**src/rtl/isd_pkg.sv**
```systemverilog
// Shared constants for the interrupt status and DMA request unit.
// Assumes a 16-bit status register; the bit positions below are fixed by
// the neighbouring transfer logic and by software.
package isd_pkg;
    typedef enum logic [2:0] {
        SEL_MASK   = 3'd0,
        SEL_STATUS = 3'd1,
        SEL_VECTOR = 3'd2,
        SEL_DMACFG = 3'd3,
        SEL_TEST   = 3'd4
    } reg_sel_e;

    localparam logic [7:0]  NEW_REV_MIN   = 8'h34;
    localparam int          RX_READY_BIT  = 3;
    localparam int          TX_READY_BIT  = 4;
    localparam int          BUSY_BIT      = 12;
    localparam int          RX_DMA_EN_BIT = 15;
    localparam int          TX_DMA_EN_BIT = 7;
    localparam int          FORCE_TRIG    = 11;
    localparam logic [15:0] W1C_BITS      = 16'h0027;
    localparam logic [15:0] FORCE_BITS    = 16'h003f;
    localparam logic [15:0] DMA_KEEP      = 16'h8080;
    localparam logic [15:0] MASK_KEEP_OLD = 16'h001f;
    localparam logic [15:0] MASK_KEEP_NEW = 16'h003f;
endpackage

```
**src/rtl/isd_lowest_pending.sv**
```systemverilog
// Finds the lowest set bit of a vector.
// Assumes W >= 2; idx is meaningful only while found is high.
module isd_lowest_pending #(
    parameter int W     = 16,
    parameter int IDX_W = $clog2(W)
) (
    input  logic [W-1:0]     vec,
    output logic             found,
    output logic [IDX_W-1:0] idx
);
    // Scan from the top so the lowest set bit is the last one written.
    always_comb begin
        idx = '0;
        for (int i = W - 1; i >= 0; i--) begin
            if (vec[i]) idx = IDX_W'(i);
        end
    end

    // Any bit set means something is pending.
    assign found = |vec;
endmodule

```
**src/rtl/isd_status_reg.sv**
```systemverilog
// Status register with per-bit set and clear sources.
// Assumes the top merges all software and vector clears into sw_clr and the
// forced bits into force_set; a set in the same cycle always beats a clear.
module isd_status_reg #(
    parameter int W = 16
) (
    input  logic         clk,
    input  logic         rst_n,
    input  logic [W-1:0] set_pulse,
    input  logic [W-1:0] clr_pulse,
    input  logic [W-1:0] sw_clr,
    input  logic [W-1:0] force_set,
    output logic [W-1:0] status
);
    logic [W-1:0] status_next;

    // Clears first, then every set source ORed on top.
    always_comb begin
        status_next = (status & ~clr_pulse & ~sw_clr) | set_pulse | force_set;
    end

    // Hold the status bits, zero under reset.
    always_ff @(posedge clk) begin
        if (!rst_n) status <= '0;
        else        status <= status_next;
    end

    // any pulsed set bit is present after the edge.
    a_r2_set_wins: assert property (@(posedge clk) disable iff (!rst_n)
        1'b1 |=> ((status & $past(set_pulse)) == $past(set_pulse)));

    // a clear pulse without a set or force leaves the bit low.
    a_r2_clear_takes: assert property (@(posedge clk) disable iff (!rst_n)
        1'b1 |=> ((status & $past(clr_pulse) & ~$past(set_pulse) & ~$past(force_set)) == '0));
endmodule

```
**src/rtl/isd_cfg_regs.sv**
```systemverilog
// Interrupt enable mask and DMA request configuration.
// Assumes at most one of wr_mask / wr_dma per cycle (they come from one
// address decode). MASK_KEEP picks the enable width for the revision.
module isd_cfg_regs
    import isd_pkg::*;
#(
    parameter int          W         = 16,
    parameter logic [15:0] MASK_KEEP = MASK_KEEP_NEW
) (
    input  logic         clk,
    input  logic         rst_n,
    input  logic         wr_mask,
    input  logic         wr_dma,
    input  logic [W-1:0] wdata,
    output logic [W-1:0] mask,
    output logic [W-1:0] dma_cfg
);
    logic [W-1:0] mask_next;
    logic [W-1:0] dma_next;

    // Next enable and DMA values; turning on a DMA channel drops its ready enable.
    always_comb begin
        mask_next = mask;
        dma_next  = dma_cfg;
        if (wr_mask) mask_next = wdata & W'(MASK_KEEP);
        if (wr_dma) begin
            dma_next = wdata & W'(DMA_KEEP);
            if (wdata[RX_DMA_EN_BIT]) mask_next[RX_READY_BIT] = 1'b0;
            if (wdata[TX_DMA_EN_BIT]) mask_next[TX_READY_BIT] = 1'b0;
        end
    end

    // Hold mask and DMA configuration, zero under reset.
    always_ff @(posedge clk) begin
        if (!rst_n) begin
            mask    <= '0;
            dma_cfg <= '0;
        end else begin
            mask    <= mask_next;
            dma_cfg <= dma_next;
        end
    end

    // enabling receive DMA leaves the receive-ready enable off.
    a_r6_rx_dma_drops_enable: assert property (@(posedge clk) disable iff (!rst_n)
        (wr_dma && wdata[RX_DMA_EN_BIT]) |=> !mask[RX_READY_BIT]);

    // enabling transmit DMA leaves the transmit-ready enable off.
    a_r6_tx_dma_drops_enable: assert property (@(posedge clk) disable iff (!rst_n)
        (wr_dma && wdata[TX_DMA_EN_BIT]) |=> !mask[TX_READY_BIT]);

    // a mask write keeps only the revision's enable bits.
    a_r7_mask_width: assert property (@(posedge clk) disable iff (!rst_n)
        wr_mask |=> (mask == ($past(wdata) & W'(MASK_KEEP))));
endmodule

```
**src/rtl/isd_irq_dma_unit.sv**
```systemverilog
// Interrupt status and DMA request unit, top level.
// Decodes the register port, picks the revision's clear and force sources,
// and drives the interrupt and DMA request lines from stored state.
// Assumes DATA_W = 16 (bit positions come from isd_pkg) and that reg_wr and
// reg_rd are not high in the same cycle.
module isd_irq_dma_unit
    import isd_pkg::*;
#(
    parameter logic [7:0] REVISION = 8'h34,
    parameter int         DATA_W   = 16
) (
    input  logic              clk,
    input  logic              rst_n,
    input  logic              reg_wr,
    input  logic              reg_rd,
    input  logic [2:0]        reg_addr,
    input  logic [DATA_W-1:0] reg_wdata,
    output logic [DATA_W-1:0] reg_rdata,
    input  logic [DATA_W-1:0] set_pulse,
    input  logic [DATA_W-1:0] clr_pulse,
    input  logic              bus_busy,
    output logic              irq,
    output logic              dreq_rx,
    output logic              dreq_tx
);
    localparam bit          NEW_REV   = (REVISION >= NEW_REV_MIN);
    localparam int          IDX_W     = $clog2(DATA_W);
    localparam logic [15:0] MASK_KEEP = NEW_REV ? MASK_KEEP_NEW : MASK_KEEP_OLD;

    logic [DATA_W-1:0] status;
    logic [DATA_W-1:0] mask;
    logic [DATA_W-1:0] dma_cfg;
    logic [DATA_W-1:0] pending;
    logic [DATA_W-1:0] sw_clr;
    logic [DATA_W-1:0] force_set;
    logic [DATA_W-1:0] vector_code;
    logic [DATA_W-1:0] status_view;
    logic              pend_any;
    logic [IDX_W-1:0]  pend_idx;
    logic              wr_mask;
    logic              wr_dma;
    logic              wr_status;

    // Address decode for the register writes.
    always_comb begin
        wr_mask   = reg_wr && (reg_addr == SEL_MASK);
        wr_dma    = reg_wr && (reg_addr == SEL_DMACFG);
        wr_status = reg_wr && (reg_addr == SEL_STATUS);
    end

    isd_status_reg #(.W(DATA_W)) u_status (
        .clk       (clk),
        .rst_n     (rst_n),
        .set_pulse (set_pulse),
        .clr_pulse (clr_pulse),
        .sw_clr    (sw_clr),
        .force_set (force_set),
        .status    (status)
    );

    isd_cfg_regs #(.W(DATA_W), .MASK_KEEP(MASK_KEEP)) u_cfg (
        .clk     (clk),
        .rst_n   (rst_n),
        .wr_mask (wr_mask),
        .wr_dma  (wr_dma),
        .wdata   (reg_wdata),
        .mask    (mask),
        .dma_cfg (dma_cfg)
    );

    // Enabled events feeding the interrupt and the vector.
    assign pending = status & mask;

    isd_lowest_pending #(.W(DATA_W), .IDX_W(IDX_W)) u_find (
        .vec   (pending),
        .found (pend_any),
        .idx   (pend_idx)
    );

    generate
        if (NEW_REV) begin : g_new
            logic wr_test;
            // Write-one-to-clear status and forced interrupts; no vector.
            always_comb begin
                wr_test     = reg_wr && (reg_addr == SEL_TEST);
                sw_clr      = wr_status ? (reg_wdata & DATA_W'(W1C_BITS)) : '0;
                force_set   = (wr_test && reg_wdata[FORCE_TRIG]) ? DATA_W'(FORCE_BITS) : '0;
                vector_code = '0;
            end

            // the force write raises all six interrupt sources.
            a_r11_force_all: assert property (@(posedge clk) disable iff (!rst_n)
                (wr_test && reg_wdata[FORCE_TRIG]) |=>
                    ((status & DATA_W'(FORCE_BITS)) == DATA_W'(FORCE_BITS)));

            // a status write never clears a bit outside the clearable set.
            a_r10_w1c_scope: assert property (@(posedge clk) disable iff (!rst_n)
                wr_status |=> (($past(status) & ~$past(clr_pulse) & ~DATA_W'(W1C_BITS) & ~status) == '0));
        end else begin : g_old
            logic rd_vector;
            // Vector read acknowledges the lowest pending event; status is read-only.
            always_comb begin
                rd_vector   = reg_rd && (reg_addr == SEL_VECTOR);
                sw_clr      = (rd_vector && pend_any) ? (DATA_W'(1) << pend_idx) : '0;
                force_set   = '0;
                vector_code = pend_any ? (DATA_W'(pend_idx) + DATA_W'(1)) : '0;
            end

            // the acknowledged bit is gone after the read unless re-set.
            a_r8_vector_acks: assert property (@(posedge clk) disable iff (!rst_n)
                (rd_vector && pend_any && !set_pulse[pend_idx]) |=> !status[$past(pend_idx)]);

            // a status write alone leaves status unchanged.
            a_r10_status_read_only: assert property (@(posedge clk) disable iff (!rst_n)
                (wr_status && !reg_rd && (set_pulse == '0) && (clr_pulse == '0)) |=>
                    (status == $past(status)));
        end
    endgenerate

    // Status as seen by software: live bus-busy replaces the stored bit.
    always_comb begin
        status_view           = status;
        status_view[BUSY_BIT] = bus_busy;
    end

    // Read data mux, zero outside a read.
    always_comb begin
        reg_rdata = '0;
        if (reg_rd) begin
            case (reg_addr)
                SEL_MASK:   reg_rdata = mask;
                SEL_STATUS: reg_rdata = status_view;
                SEL_VECTOR: reg_rdata = vector_code;
                SEL_DMACFG: reg_rdata = dma_cfg;
                default:    reg_rdata = '0;
            endcase
        end
    end

    // Request lines straight from the stored registers.
    always_comb begin
        irq     = pend_any;
        dreq_rx = dma_cfg[RX_DMA_EN_BIT] & status[RX_READY_BIT];
        dreq_tx = dma_cfg[TX_DMA_EN_BIT] & status[TX_READY_BIT];
    end

    // a reported vector always names a pending bit with none below it.
    a_r8_vector_is_lowest: assert property (@(posedge clk) disable iff (!rst_n)
        (reg_rd && (reg_addr == SEL_VECTOR) && (reg_rdata != '0)) |->
            (pending[reg_rdata - 1] &&
             ((pending & ((DATA_W'(1) << (reg_rdata - 1)) - DATA_W'(1))) == '0)));

    // a DMA request never stands without its ready flag.
    a_r5_dreq_needs_ready: assert property (@(posedge clk) disable iff (!rst_n)
        (dreq_rx |-> status[RX_READY_BIT]) and (dreq_tx |-> status[TX_READY_BIT]));
endmodule

```
**config.mk**
```make
export PLATFORM = sky130hd
export DESIGN_NAME = isd_irq_dma_unit
export DESIGN_NICKNAME = d
export VERILOG_FILES = /design/src/rtl/isd_pkg.sv /design/src/rtl/isd_lowest_pending.sv /design/src/rtl/isd_status_reg.sv /design/src/rtl/isd_cfg_regs.sv /design/src/rtl/isd_irq_dma_unit.sv
export SDC_FILE = /design/constraint.sdc
export NUM_CORES = 1
export LEC_CHECK = 0
export BUFFER_PORTS_ARGS = -buffer_cell sky130_fd_sc_hd__buf_2
export CAP_MARGIN = 10
export CORE_UTILIZATION = 50
export CTS_CLUSTER_DIAMETER = 60
export DETAILED_ROUTE_END_ITERATION = 8
export PLACE_DENSITY = 0.87
export SLEW_MARGIN = 10
export SYNTH_ARGS = -nofsm -noshare
export SYNTH_HDL_FRONTEND = slang
export SYNTH_HIERARCHICAL = 1
export SYNTH_SLANG_ARGS = --single-unit
```
**constraint.sdc**
```tcl
create_clock -name clk -period 3.21 [get_ports clk]
set_input_delay 0.1605 -clock clk [delete_from_list [all_inputs] [get_ports clk]]
set_output_delay 0.1605 -clock clk [all_outputs]
set_load 0.005 [all_outputs]
```
Word level (Yosys, flattened, before mapping)
Cells that the tools add are included.
{"block": "classes", "eq_ne": 3, "mux": 8, "bitwise_logic": 9, "reduce_logical": 7}
{"op": "$pmux W16 S3", "n": 1}
{"op": "$and A16 B16 Y16", "n": 2}
{"op": "$and A16 B6 Y16", "n": 1}
{"op": "$mux W16", "n": 1}
{"op": "$not A16 Y16", "n": 1}
{"op": "$not A6 Y16", "n": 1}
{"op": "$or A16 B16 Y16", "n": 1}
{"op": "$or A16 B6 Y16", "n": 1}
{"op": "$reduce_or A16 Y1", "n": 1}
{"op": "$mux W6", "n": 2}
{"op": "$logic_and A1 B1 Y1", "n": 5}
{"op": "$mux W5", "n": 1}
{"op": "$eq A3 B1 Y1 const B", "n": 1}
{"op": "$eq A3 B2 Y1 const B", "n": 1}
{"op": "$eq A3 B3 Y1 const B", "n": 1}
{"op": "$logic_not A3 Y1", "n": 1}
{"op": "$and A1 B1 Y1", "n": 2}
{"op": "$mux W1", "n": 2}
{"op": "$mux W2", "n": 1}
{"block": "totals", "regBits": 24, "inputBits": 56, "out_inout_bits": 19, "elab_cells": 31}

Logic depth before layout (Yosys ltp)
Gate-level depths: netlist (run 1).
{"block": "depth", "ltp_word": 7, "depth_mapped": 6, "depth_no_buf": 4}

Modules after synthesis
The synthesis (run 1) kept the hierarchy.
{"mod": "isd_irq_dma_unit", "n_inst": 1, "cells_each": 104, "area_per_inst_um2": 799.5, "seq_area_each_um2": 0.0}
{"mod": "isd_status_reg", "n_inst": 1, "cells_each": 50, "area_per_inst_um2": 611.8, "seq_area_each_um2": 320.3}
{"mod": "isd_cfg_regs", "n_inst": 1, "cells_each": 52, "area_per_inst_um2": 498.0, "seq_area_each_um2": 160.2}
{"mod": "isd_lowest_pending", "n_inst": 1, "cells_each": 34, "area_per_inst_um2": 176.4, "seq_area_each_um2": 0.0}

Worst setup path before layout (run 1)
OpenSTA, ideal clock, no wires.
{"block": "synth_path", "kind": "input port to flip-flop", "startpoint": "input port reg_addr[1]", "endpoint": "register u_cfg.mask[3]", "setup_ns": 0.116, "arrival_time_ns": 1.452, "required_ns": 3.094, "setup_slack_ns": 1.642, "stages": 6, "cell_sequence": "buf_2 -> buf_2 -> nor4b_1 -> buf_6 -> mux2_4 -> and3_1"}
{"block": "synth_between", "elab_chain_len": 5, "word_cells_on_any_way": 7}
{"item": "from (decl)", "line_no": "isd_irq_dma_unit.sv:16", "source": "input logic [2:0] reg_addr,"}
{"item": "$logic_not A3 Y1 (*)", "line_no": "isd_irq_dma_unit.sv:46", "source": "wr_mask = reg_wr && (reg_addr == SEL_MASK);"}
{"item": "$logic_and A1 B1 Y1 (*)", "line_no": "isd_irq_dma_unit.sv:46"}
{"item": "net wr_mask", "line_no": "isd_irq_dma_unit.sv:40", "source": "logic wr_mask;"}
{"item": "$mux W5 (*)", "line_no": "isd_cfg_regs.sv:25", "source": "if (wr_mask) mask_next = wdata & W'(MASK_KEEP);"}
{"item": "$mux W1", "line_no": "isd_cfg_regs.sv:28", "source": "if (wdata[RX_DMA_EN_BIT]) mask_next[RX_READY_BIT] = 1'b0;"}
{"item": "$mux W2 (*)", "line_no": "isd_cfg_regs.sv:26", "source": "if (wr_dma) begin"}
{"item": "to (signal assigned)", "line_no": "isd_cfg_regs.sv:39", "source": "mask <= mask_next;"}
{"item": "to (decl)", "line_no": "isd_cfg_regs.sv:15", "source": "output logic [W-1:0] mask,"}
The timed path passes the listed nets; every way through them passes the cells marked *.
A chain may end at the register's enable or synchronous reset.

Worst setup path after layout (run 1)
{"block": "layout_path", "startpoint": "register u_status.status[4]", "endpoint": "output port irq"}
{"block": "layout_between", "elab_chain_len": 2}
{"item": "from (decl)", "line_no": "isd_status_reg.sv:13", "source": "output logic [W-1:0] status"}
{"item": "from (signal assigned)", "line_no": "isd_status_reg.sv:25", "source": "else status <= status_next;"}
{"item": "$and A16 B6 Y16", "line_no": "isd_irq_dma_unit.sv:72", "source": "assign pending = status & mask;"}
{"item": "net pending[4]", "line_no": "isd_irq_dma_unit.sv:33", "source": "logic [DATA_W-1:0] pending;"}
{"item": "$reduce_or A16 Y1", "line_no": "isd_lowest_pending.sv:20", "source": "assign found = |vec;"}
{"item": "to (decl)", "line_no": "isd_irq_dma_unit.sv:22", "source": "output logic irq,"}
The timed path passes the listed nets, and every way through them passes these cells.

==> flow_summary.toml, run 1 <==
[route]
wl_per_cell_um = 10.9
viasPerCell = 4.79
drtAntennaViolNets = 0
vias = 1658
initialDrtViolationCount = 68
wirelength_mm = 3.78
first_pass_iters = 4
drc = 0

[cts]
clk_pin_slew_ps = 80
cts_resized = 0
clockBufferDepth = 2
clkSinkCount = 24
cts_tree = "built"
hold_buffers = 0
root_buffer = "clkbuf_8"
post_cts.repair.setup_buffers = 0
cts_max_level = 1
clock_insertion_delay_worst_skew_ps = 260
cts_made_buffers = 3

[pwr]
power.switching_uw = 185
p_clk_frac = 0.352
p_leak_nw = 1.04
p_int_uw = 558
power_density_mw_per_mm2 = 320
p_comb_frac = 0.208
switching_share = 0.249
p_seq_frac = 0.440
ir_drop_mv = 0.235

[sta]
rsz0062_at_grt = "no"
setup_tns_ps = 0
setup_slack_ps = 1410
hold_ws_ps = 113
period_minus_slack_ps = 1800
finalMaxSlewViolations = 0
skew_ps = 0
setup_viol = 0
timing.final.hold_violations = 0
worst-slew-pin-transition_ps = 724
fmax_ghz = 0.554
maxSlewHeadroom = 0.513
layout_worst_path_cycle_share = 0.562

[global_route]
grt_pass1_wl_mm = 6.43
antenna_found_initial = 0
grt_usage = 0.193
overflow = 0
grt_pass1_vias = 1481
grt_max_degree = 30

[hold_path]
holdPathEnd = "u_status/status[2]"
hold_path.startpoint = "set_pulse[2]"
hp-class = "in -> reg"
worstHoldPathCells = 2

[layout]
diodes = 0
layout.cells.non_filler = 346
nNetsFinal = 355
final_core_util = 0.624
drive_gt1_frac = 0.342
syn2layout_area_growth_pct = 18.0

[placement]
gp_congestion = 0.771
io_buffer_count = 67
preCtsSetupSlack_ps = 1430
dp_hpwl_mm = 3.01
dp_cells = 342

[setup_path]
arrival_ps = 1640
cp_max_fo = 4
path_class = "reg -> out"
r2r_slack_ps = 2360
path_cells = "and2_1, nor4_2, nand3_1, or3_1, buf_2"
end_kind = "output port"
slowest_delay_ps = 360
cp-start-kind = "register"
worst_path_max_delay_cell = "dfxtp_1"
cp_data_required_time_ps = 3050
rr_worst_depth = 2
r2r-end = "u_cfg/mask[3]"
worstReg2RegStart = "u_cfg/mask[3]"

[floorplan]
start_util = 0.529
io_pins = 75
std_cell_rows = 22
core_area_mm2 = 0.00372
die_w_um = 64.7
dieArea_mm2 = 0.00419
die_y_um = 64.7

[job]
drv_cap = 0

[logic_synthesis]
synth_area_mm2 = 0.00197
yosysWarnings = 6
synthCells = 217
synth_area_per_cell_um2 = 9.06

[status]
run_status = "complete, no violations"
## worst max-delay path, delay by kind of cell, from the launching register on
| kind | cells | cell delay (ps) |
|---|---|---|
| flops | 1 | 360 |
| simple gates | 4 | 880 |
| buf+inv | 1 | 140 |
## metal layers
layer / part of all wire / GRT usage
met1: 0.48 / 0.258
met2: 0.47 / 0.324
met3: 0.039 / 0.0246
met4: 0.0090 / 0.0500
met5: 0 / 0
## area by class of cell
class,instances,area [um2]
Multi-Input combinational cell,200,1350
Clock inverter,1,30.0
Clock buffer,3,41.3
Sequential cell,24,480
Fill cell,353,1400
Tap cell,48,60.1
Timing Repair Buffer,70,358
## cell usage in the layout, fill, tap and decap left out, drive strengths merged
master,n
nor2,6
nor4,1
and3,2
buf,70
mux2i,4
nor3b,16
conb,46
nand2,20
and4b,1
nand2b,3
or3,1
and2b,4
clkbuf,3
dfxtp,24
nor3,1
o31a,16
and4bb,1
nor4b,1
and2,22
nor2b,16
nand3,2
a21boi,2
nand3b,1
bufinv,1
mux2,2
a211oi,32
## metrics by stage
step	area (um2)	total power [mW]
2_1_floorplan	2130	0.461
3_3_place_gp	2250	0.482
3_5_place_dp	2250	0.485
4_1_cts	2320	0.748
5_1_grt	2320	0.791
6_report	2320	0.742
## registers in the layout, summed over array words and instances, names as in the netlist
name	cells
u_cfg/mask	6
u_status/status	16
u_cfg/dma_cfg	2
## power groups by stage
stage	clock network (mW)	registers (mW)	logic [mW]
after floorplan	0	0.329	0.133
after global placement	0	0.333	0.149
after detailed placement	0	0.333	0.152
after CTS	0.269	0.327	0.152
after global routing	0.288	0.329	0.174
final	0.261	0.327	0.155
## worst max-delay path by stage
stage,cells past startpoint,end,slack (ps),from
after floorplan,6,u_cfg/mask[3],1640,reg_addr[1]
after global placement,6,u_status/status[5],1460,reg_addr[0]
after detailed placement,6,u_status/status[0],1430,reg_addr[0]
after CTS,5,irq,1420,u_status/status[4]
after global routing,6,reg_rdata[3],1290,reg_addr[0]
final,5,irq,1410,u_status/status[4]
(Power assumes the default switching activity.)
==> inputs of run 2 (changes only) <==
--- a/config.mk
+++ b/config.mk
@@ -7,10 +7,10 @@
 export LEC_CHECK = 0
 export BUFFER_PORTS_ARGS = -buffer_cell sky130_fd_sc_hd__buf_2
 export CAP_MARGIN = 10
-export CORE_UTILIZATION = 50
+export CORE_UTILIZATION = 45
 export CTS_CLUSTER_DIAMETER = 60
 export DETAILED_ROUTE_END_ITERATION = 8
-export PLACE_DENSITY = 0.87
+export PLACE_DENSITY = 0.83
 export SLEW_MARGIN = 10
 export SYNTH_ARGS = -nofsm -noshare
 export SYNTH_HDL_FRONTEND = slang
==> constraint.sdc (replaced) <==
create_clock -name clk -period 1.63 [get_ports clk]
set_input_delay 0.0815 -clock clk [delete_from_list [all_inputs] [get_ports clk]]
set_output_delay 0.0815 -clock clk [all_outputs]
set_load 0.005 [all_outputs]
==> run 2 against run 1 <==
Against the previous run:
- sequential power increased by 97%
- global-route usage grew 0.24 points
- combinational power increased by 110%
- via count up 2.7%
- non-clock buffer count grew 4
- the run now ends with setup timing left
- sequential share of layout area down 0.35 points
- register-to-register slack worse by 1600 ps
- routed wire length increased by 12%
- critical path type unchanged
- critical path depth is the same
- largest cell class unchanged
==> flow_summary.toml, run 2 (synthesis results as in run 1) <==
[layout]
drive_gt1_frac = 0.364
top_regs = "u_status/status: 16 flops, u_cfg/mask: 6 flops, u_cfg/dma_cfg: 2 flops"
mostFrequentLayoutCells = "buf_2 (67), conb_1 (46), dfxtp_1 (22), and2_1 (21), a211oi_2 (21)"
layout_commonest_cell = "buf_2"
largest_register_ffs = 16
diodes = 0
fin_area_mm2 = 0.00237
top_register = "u_status/status"
nNetsFinal = 359
syn2layout_area_growth_pct = 20.7

[cts]
cts_made_buffers = 3
clock_insertion_delay_worst_skew_ps = 270
cts_max_level = 1
hold_buffers = 0
cts_tree = "built"
clockBufferDepth = 2
root_buffer = "clkbuf_8"
clkSinkCount = 24
clk_pin_slew_ps = 90

[placement]
place_area_mm2 = 0.00229
gp_congestion = 0.798
io_buffer_count = 67
dp_hpwl_mm = 3.32

[setup_path]
worst_path_max_delay_cell = "dfxtp_2"
startpoint = "u_status/status[4]"
rr_worst_depth = 2
worstReg2RegStart = "u_cfg/mask[4]"
crit_path_end = "irq"
arrival_ps = 1640
end_kind = "output port"
cp_max_fo = 4
critPathBufInv = 1
cp_data_required_time_ps = 1550
slowest_delay_ps = 350
cp_num_cells = 5
path_class = "reg -> out"
r2r-end = "u_cfg/mask[4]"
path_cells = "and2_4, nor4_4, nand3_1, or3_1, buf_2"
crit_family = "simple AND/OR/NAND/NOR gates"
r2r_slack_ps = 770
cp-start-kind = "register"

[sta]
rsz0062_at_grt = "yes"
worst-slew-pin-transition_ps = 519
fmax_ghz = 0.581
maxSlewHeadroom = 0.653
hold_ws_ps = 28.8
setup_viol = 1
skew_ps = 0
finalMaxSlewViolations = 0
setup_slack_ps = -91.6
timing.final.hold_violations = 0
period_minus_slack_ps = 1720
layout_worst_path_cycle_share = 1.06

[hold_path]
hp-class = "in -> reg"
hold_path.startpoint = "set_pulse[1]"

[route]
wirelength_mm = 4.23
vias = 1702
wl_per_cell_um = 12.0
drtAntennaViolNets = 0
drc = 0
viasPerCell = 4.84
first_pass_iters = 4
initialDrtViolationCount = 48

[floorplan]
dieArea_mm2 = 0.00464
die_y_um = 68.1
die_w_um = 68.1
std_cell_rows = 23
io_pins = 75
core_area_mm2 = 0.00409
start_util = 0.481

[pwr]
power_density_mw_per_mm2 = 627
ir_drop_mv = 0.391
p_leak_nw = 1.07
total_power_mw = 1.49

[global_route]
grt_max_degree = 25
grt_pass1_vias = 1575
antenna_found_initial = 0
grt_usage = 0.196
overflow = 0
grt_pass1_wl_mm = 6.79

[status]
violations = "setup timing"
run_status = "finished, violations left"

[job]
drv_cap = 0
[run 2: through the flow]
stage / instances / utilization / setup slack [ps] / TNS (ps)
final: 352 / 0.581 / -91.6 / -91.6
after global routing: 352 / 0.581 / -159 / -159
after floorplan: 261 / - / 141 / 0
after detailed placement: 348 / 0.560 / 210 / 0
after CTS: 352 / 0.578 / -64.0 / -64.0
after global placement: 348 / 0.560 / 223 / 0
[run 2: final cells by class]
type	count	area, um2
Clock buffer	3	41.3
Clock inverter	1	30.0
Fill cell	387	1710
Multi-Input combinational cell	200	1370
Sequential cell	24	483
Tap cell	50	62.6
Timing Repair Buffer	74	388
[run 2: worst reg2reg max path, stage by stage, from the launching register on]
cell and delay, ps:
dfxtp_2 340, mux2_4 270, and3_1 160
[run 2: layer usage]
metal | GRT usage | share of wire
met5 | 0 | 0
met4 | 0.0859 | 0.024
met3 | 0.0383 | 0.045
met2 | 0.331 | 0.47
met1 | 0.238 | 0.46
[run 2: power breakdown]
group          switching (mW)  leakage [nW]  internal, mW  total [mW]
Combinational           0.160         0.836         0.160       0.320
Clock                   0.197        0.0357         0.328       0.525
Sequential             0.0242         0.200         0.618       0.643
Total                   0.380          1.07          1.11        1.49
[run 2: what timing repair did]
action,4_1_cts,5_1_grt
setup buffers,0,0
hold endpoints to repair,0,0
endpoints found under the setup margin,1,1
gates resized for setup,3,1
[run 2: how the worst min path moves through the flow]
| stage | end | slack (ps) | cells after the start |
|---|---|---|---|
| global placement | u_status/status[2] | 300 | 2 |
| floorplan | u_cfg/mask[0] | 210 | 1 |
| detailed placement | u_status/status[6] | 310 | 2 |
| global route | u_status/status[1] | 10 | 2 |
| finish | u_status/status[1] | 30 | 2 |
| CTS | u_status/status[1] | 20 | 2 |
==> inputs of run 3 (changes only) <==
--- a/config.mk
+++ b/config.mk
@@ -5,12 +5,13 @@
 export SDC_FILE = /design/constraint.sdc
 export NUM_CORES = 1
 export LEC_CHECK = 0
-export BUFFER_PORTS_ARGS = -buffer_cell sky130_fd_sc_hd__buf_2
 export CAP_MARGIN = 10
-export CORE_UTILIZATION = 45
+export CORE_UTILIZATION = 50
 export CTS_CLUSTER_DIAMETER = 60
 export DETAILED_ROUTE_END_ITERATION = 8
-export PLACE_DENSITY = 0.83
+export DONT_BUFFER_PORTS = 1
+export MAX_ROUTING_LAYER = met4
+export PLACE_DENSITY = 0.75
 export SLEW_MARGIN = 10
 export SYNTH_ARGS = -nofsm -noshare
 export SYNTH_HDL_FRONTEND = slang
==> run 3 against run 2 <==
Against the previous run:
- the flow finishes with violations (hold timing)
- sequential cell count stayed put
- first-iteration DRC count down 21%
- critical path depth down 1
- sequential power hardly changed
- critical path type unchanged
- largest power group unchanged
==> flow_summary.toml, run 3 (synthesis results as in run 1) <==
[setup_path]
cp_max_fo = 2
r2r_slack_ps = 770
startpoint = "u_cfg/mask[5]"
r2r-end = "u_cfg/mask[3]"
cp-start-kind = "register"
arrival_ps = 1450
cp_data_required_time_ps = 1550
rr_worst_depth = 2
worstReg2RegStart = "u_cfg/mask[3]"
end_kind = "output port"
path_class = "reg -> out"

[sta]
worst-slew-pin-transition_ps = 863
period_minus_slack_ps = 1530
timing.final.hold_violations = 1
layout_worst_path_cycle_share = 0.941
setup_slack_ps = 95.8
finalMaxSlewViolations = 0
fmax_ghz = 0.652
rsz0062_at_grt = "no"
skew_ps = 0
hold_ws_ps = -0.0290
maxSlewHeadroom = 0.422
setup_viol = 0
setup_tns_ps = 0

[global_route]
grt_pass1_vias = 1396
grt_max_degree = 54
overflow = 0
grt_usage = 0.218
grt_pass1_wl_mm = 6.70
antenna_found_initial = 0

[pwr]
power_density_mw_per_mm2 = 643
p_leak_nw = 0.854
ir_drop_mv = 0.424

[route]
drtAntennaViolNets = 0
viasPerCell = 4.99
dr_wl_met2_mm = 2.07
initialDrtViolationCount = 38
highest_layer = "met4"
drc = 0
first_pass_iters = 4
met1_length_mm = 1.95
wl_per_cell_um = 14.3
wirelength_mm = 4.29
dr_wl_met3_um = 221
vias = 1501

[cts]
clock_insertion_delay_worst_skew_ps = 270
root_buffer = "clkbuf_8"
clkSinkCount = 24
cts_max_level = 1
cts_tree = "built"
clk_pin_slew_ps = 90
cts_made_buffers = 3
clockBufferDepth = 2

[status]
run_status = "finished, violations left"
violations = "hold timing"

[placement]
dp_hpwl_mm = 2.77
preCtsSetupSlack_ps = 347
gp_congestion = 0.779
io_buffer_count = 0

[floorplan]
core_area_mm2 = 0.00372
start_util = 0.529
die_w_um = 64.7
dieArea_mm2 = 0.00419
std_cell_rows = 22
io_pins = 75
die_y_um = 64.7

[layout]
drive_gt1_frac = 0.162
mostFrequentLayoutCells = "conb_1 (46), dlygate4sd3_1 (22), and2_1 (21), a211oi_2 (21), dfxtp_1 (21)"
layout_commonest_cell = "conb_1"
nNetsFinal = 310
top_register = "u_status/status"
top_regs = "u_status/status: 16 flops, u_cfg/mask: 6 flops, u_cfg/dma_cfg: 2 flops"
fillers = 335
diodes = 0
largest_register_ffs = 16
syn2layout_area_growth_pct = 13.0

[hold_path]
hp-class = "in -> reg"
hold_path.startpoint = "reg_wdata[5]"
holdPathEnd = "u_cfg/mask[5]"
worstHoldPathCells = 2

[job]
drv_cap = 0
run 3: cell types whose count changed in the layout (fill, tap and decap cells not counted), sizes merged:
cell,before,now
buf,74,3
dlygate4sd3,0,22
run 3: repair_timing:
action	in CTS	in global routing
hold endpoints to repair	24	0
setup endpoints to repair	0	1
buffers inserted	0	2
hold buffers	22	0
resized for setup	0	5
run 3: how the worst max path moves through the flow:
stage / to / cells after the start
after global routing: irq / 4
after CTS: irq / 4
after detailed placement: irq / 4
after floorplan: u_cfg/mask[3] / 6
after global placement: irq / 4
final: irq / 4
run 3: stage by stage:
step | utilization | power (mW) | hold WS [ps] | instances | area [um2]
after floorplan | - | 0.908 | 210 | 261 | 2130
after global placement | 0.512 | 0.833 | 212 | 273 | 1900
after detailed placement | 0.512 | 0.837 | 213 | 273 | 1900
after CTS | 0.591 | 1.43 | 5.09 | 299 | 2200
after global routing | 0.598 | 1.50 | 1.14 | 301 | 2220
final | 0.598 | 1.43 | -0.0290 | 301 | 2220
run 3: routing by layer:
metal,vias to the layer above,GRT usage
met4,0,0.0583
met1,670,0.281
met3,5,0.0387
met5,-,-
li1,778,-
met2,48,0.350
run 3: worst max-delay path, cell delays in order (launching register included):
cell,delay [ps]
dfxtp_2,330
and2_4,140
nor4_2,250
nand3_1,110
or3_4,340
run 3: power by group:
| part | leakage [nW] | total [mW] | switching [mW] | internal [mW] |
|---|---|---|---|---|
| clock | 0.0357 | 0.538 | 0.209 | 0.329 |
| combinational | 0.618 | 0.248 | 0.107 | 0.141 |
| sequential | 0.200 | 0.642 | 0.0237 | 0.619 |
run 3: final cells by class:
type,instances,area [um2],share of cell area
clock buffer,3,41.3,0.0186
clock inverter,1,30.0,0.0135
multi-input combinational,200,1360,0.614
sequential,24,484,0.218
tap,48,60.1,0.0270
timing repair buffer,25,243,0.109
